### src/rtl/jlc_pkg.sv
package jlc_pkg;

  typedef enum logic {
    PH_NS = 1'b0,
    PH_EW = 1'b1
  } phase_t;

  // The road that is red hands the green over only when its own car is waiting.
  function automatic phase_t next_phase(phase_t cur, logic ns_car, logic ew_car);
    phase_t nxt;
    nxt = cur;
    case (cur)
      PH_NS:   if (ew_car) nxt = PH_EW;
      PH_EW:   if (ns_car) nxt = PH_NS;
      default: nxt = PH_NS;
    endcase
    return nxt;
  endfunction

  function automatic int unsigned count_width(int unsigned cycles);
    return (cycles > 1) ? $clog2(cycles) : 1;
  endfunction

endpackage

### src/rtl/jlc_interval_timer.sv
module jlc_interval_timer #(
  parameter int unsigned DECISION_CYCLES = 1_500_000_000
) (
  input  logic clk,
  input  logic rst,
  output logic tick
);
  localparam int unsigned CNT_W = jlc_pkg::count_width(DECISION_CYCLES);
  localparam logic [CNT_W-1:0] RELOAD = CNT_W'(DECISION_CYCLES - 1);

  logic [CNT_W-1:0] remain;

  assign tick = (remain == '0);

  always_ff @(posedge clk) begin
    if (rst)       remain <= RELOAD;
    else if (tick) remain <= RELOAD;
    else           remain <= remain - 1'b1;
  end
endmodule

### src/rtl/jlc_phase_reg.sv
module jlc_phase_reg
  import jlc_pkg::*;
(
  input  logic clk,
  input  logic rst,
  input  logic decide,
  input  logic car_ns,
  input  logic car_ew,
  output logic green_ns,
  output logic green_ew
);
  phase_t phase_q;
  phase_t phase_d;

  always_comb begin
    phase_d = phase_q;
    if (decide) phase_d = next_phase(phase_q, car_ns, car_ew);
  end

  always_ff @(posedge clk) begin
    if (rst) phase_q <= PH_NS;
    else     phase_q <= phase_d;
  end

  assign green_ns = (phase_q == PH_NS);
  assign green_ew = (phase_q == PH_EW);
endmodule

### src/rtl/junction_light_ctrl.sv
module junction_light_ctrl #(
  parameter int unsigned DECISION_CYCLES = 1_500_000_000
) (
  input  logic clk,
  input  logic rst,
  input  logic car_ns,
  input  logic car_ew,
  output logic green_ns,
  output logic green_ew
);
  logic decide_tick;

  jlc_interval_timer #(.DECISION_CYCLES(DECISION_CYCLES)) u_timer (
    .clk  (clk),
    .rst  (rst),
    .tick (decide_tick)
  );

  jlc_phase_reg u_phase (
    .clk      (clk),
    .rst      (rst),
    .decide   (decide_tick),
    .car_ns   (car_ns),
    .car_ew   (car_ew),
    .green_ns (green_ns),
    .green_ew (green_ew)
  );
endmodule

### config.mk
export PLATFORM = sky130hd
export DESIGN_NAME = junction_light_ctrl
export DESIGN_NICKNAME = d
export VERILOG_FILES = /design/src/rtl/jlc_pkg.sv /design/src/rtl/jlc_interval_timer.sv /design/src/rtl/jlc_phase_reg.sv /design/src/rtl/junction_light_ctrl.sv
export SDC_FILE = /design/constraint.sdc
export NUM_CORES = 1
export LEC_CHECK = 0
export ABC_AREA = 1
export BUFFER_PORTS_ARGS = -buffer_cell sky130_fd_sc_hd__buf_4
export CAP_MARGIN = 0
export CORE_MARGIN = 1.5
export CORE_UTILIZATION = 49
export DETAILED_ROUTE_END_ITERATION = 6
export PLACE_DENSITY = 0.65
export REMOVE_ABC_BUFFERS = 1
export SYNTH_ARGS = -nofsm -noshare
export SYNTH_HDL_FRONTEND = slang
export SYNTH_HIERARCHICAL = 1
export SYNTH_SLANG_ARGS = --single-unit
### constraint.sdc
create_clock -name clk -period 1.8 [get_ports clk]
set_input_delay 0.36 -clock clk [delete_from_list [all_inputs] [get_ports clk]]
set_output_delay 0.36 -clock clk [all_outputs]
set_load 0.03 [all_outputs]
==> results.toml <==
[yosys]
yosys-top-cells-area = "dfxtp_1, nand2_1, nor2_1"
yosys_warnings = 6
synthCells = 254
synth_top_area_share = 0.365
synth-seq-cells = 32
synthFlopType = "dfxtp_1"
netlist-cell-type-count = 26
syn_avg_cell_area_um2 = 6.91
async_flop_share = 0
synth-edff-count = 0
syn_area_um2 = 1760
synth.most_common_cell = "nand2_1"
yosysSeqAreaShare = 0.365
synth_common_cells = "nand2_1, nor2_1, dfxtp_1"
yosys.area.top_type = "dfxtp_1"

[critical_path]
path_buf_inv = 3
cp_max_fo = 19
crit_chain = "inv_1 -> ha_2 -> nand2_4 -> nor2_8 -> buf_4 -> nand2_4 -> nor2_4 -> nor2_4 -> buf_12 -> nand3_1"
critPathSlowestCell = "dfxtp_1"
cp.arrival_ps = 1840
critical_path_required_ps = 2020
cp_slowest_stage_delay_ps = 370
critPathKind = "reg2reg"
cp_top_family = "simple AND/OR/NAND/NOR gates"
worst_setup_path_end_kind = "register"
crit_path_start_kind = "register"

[final_layout]
nNetsFinal = 274
stdcell_area_um2 = 1960
diodes = 0
fillerInstances = 321
area_delta_synth_final_pct = 11.8
stdcell_count = 316
drive_above_1_share = 0.185

[sta]
fin_crit_ps = 1610
skew_ps = 15.6
relSlewSlack = 0.802
slew_violations = 0
fin_crit_sh = 0.896
finalHoldViolCount = 0
finalSetupTns_ps = 0
finalSetupViolCount = 0
timing.hold.ws_ps = 291
rsz0062_at_grt = "false"
max_freq_ghz = 0.620
tightest_slew_ps = 297

[power]
vdd_drop_max_mv = 0.428
power_density_nw_per_um2 = 667
leakagePower_nw = 0.819
power_mw = 1.31

[place]
place.port_buffers = 5
gp_congestion = 0.835
dpl_cell_area_um2 = 1880
dp_hpwl_mm = 2.86
dp_cells = 308

[clock_network]
clock_latency_ps = 340
cts.path.max_buffers = 2
cts_setup_buffers = 0
cts_hold_buf = 0
clock_sinks = 32
cts-resized-gates = 0
clkSlewWorstSetupHoldPaths_ps = 110
root_buffer = "clkbuf_4"
htreeDepth = 2
numCtsBuffers = 5
cts_tree = "done"

[floorplan]
rows = 21
die_w_um = 62.9
die_y_um = 62.9
start_util = 0.518
core_um2 = 3390
io_pins = 6
dieArea_um2 = 3950

[global_routing]
antenna_found_initial = 0
grt_remaining_overflow = 0
grt.total_usage = 0.216
grt_max_degree = 20
grt_pass1_wl_mm = 6.53
grt_pass1_vias = 1427

[route]
drt_iter0_markers = 76
first_pass_iters = 4
wl_per_cell_um = 12.0
totalWireLength_mm = 3.78
avgViaCountPerCell = 4.93
vias = 1557
drc = 0
drtAntennaViolNets = 0

[run_status]
run_status = "finished clean"

[job]
drv_cap = 0

[hold_path]
hold_class = "in2reg"
==> stage by stage <==
stage	setup WS, ps	util
CTS	137	0.577
global route	78.9	0.579
global placement	201	0.554
finish	187	0.579
floorplan	234	-
detailed placement	165	0.554
==> sequential cells by signal, summed over array words and instances (netlist names) <==
signal / flops
u_timer/remain: 31
u_phase/green_ew: 1
==> metal layers <==
| metal | global-route usage | share of wire | vias up |
|---|---|---|---|
| li1 | - | - | 828 |
| met1 | 0.283 | 0.49 | 690 |
| met2 | 0.332 | 0.45 | 29 |
| met3 | 0.0577 | 0.034 | 10 |
| met4 | 0.100 | 0.022 | 0 |
| met5 | 0 | 0 | - |
==> kinds of logic (layout without fill, tap and decap cells) <==
group,Yosys count,count (layout),share of synthesized area
simple gates,171,171,0.466
compound gates,14,14,0.0449
xor+xnor,11,11,0.0549
buf+inv,25,41,0.0620
flops,32,32,0.365
fa+ha+maj,1,1,0.00713
==> final timing paths <==
| kind | from | end | slack, ps | depth (start not counted) |
|---|---|---|---|---|
| setup / recovery | u_timer/remain[0] | u_timer/remain[27] | 190 | 10 |
| hold / removal | car_ew | u_phase/green_ew | 290 | 3 |
| setup reg to reg | u_timer/remain[0] | u_timer/remain[27] | 190 | 10 |
| hold reg to reg | u_timer/remain[0] | u_timer/remain[0] | 420 | 1 |
==> cell type report <==
cell class	count	area [um2]	area share
inverters	23	86.3	0.0440
repair buffers	10	87.6	0.0446
well taps	46	57.6	0.0293
clock inverters	2	35.0	0.0179
multi-input cells	197	1010	0.517
clock buffers	6	41.3	0.0210
flip-flops and latches	32	641	0.327
==> cells in the final DEF (no fill, tap or decap) <==
| cell type | n |
|---|---|
| ha_2 | 1 |
| nor2_1 | 54 |
| nor2_8 | 1 |
| xor2_1 | 7 |
| and2_1 | 2 |
| nor3_2 | 1 |
| bufinv_16 | 1 |
| or2_2 | 2 |
| nor2_2 | 8 |
| nor2_4 | 4 |
| nand3_2 | 1 |
| inv_1 | 23 |
| buf_12 | 1 |
| clkbuf_1 | 1 |
| o21ai_1 | 3 |
| nand3_1 | 15 |
| dfxtp_1 | 32 |
| clkinv_2 | 1 |
| o21ai_0 | 5 |
| nor4_1 | 1 |
| nand3b_1 | 3 |
| clkbuf_4 | 5 |
| o21bai_2 | 1 |
| o21bai_1 | 1 |
| nand2_4 | 2 |
| nand4_1 | 6 |
| nand2_1 | 59 |
| a21oi_1 | 4 |
| buf_4 | 9 |
| xnor2_1 | 4 |
| nand2_2 | 12 |
==> worst register-to-register path, cell delays in order, from the launching register on <==
cell,delay [ps]
dfxtp_1,370
inv_1,80
ha_2,220
nand2_4,130
nor2_8,60
buf_4,150
nand2_4,80
nor2_4,40
nor2_4,90
buf_12,170
nand3_1,90
==> report_power, final <==
group | total (mW) | internal (mW) | switching [mW]
logic | 0.0486 | 0.0219 | 0.0267
clock network | 0.542 | 0.291 | 0.251
registers | 0.717 | 0.713 | 0.00376
Power figures use the tool's default switching activity.
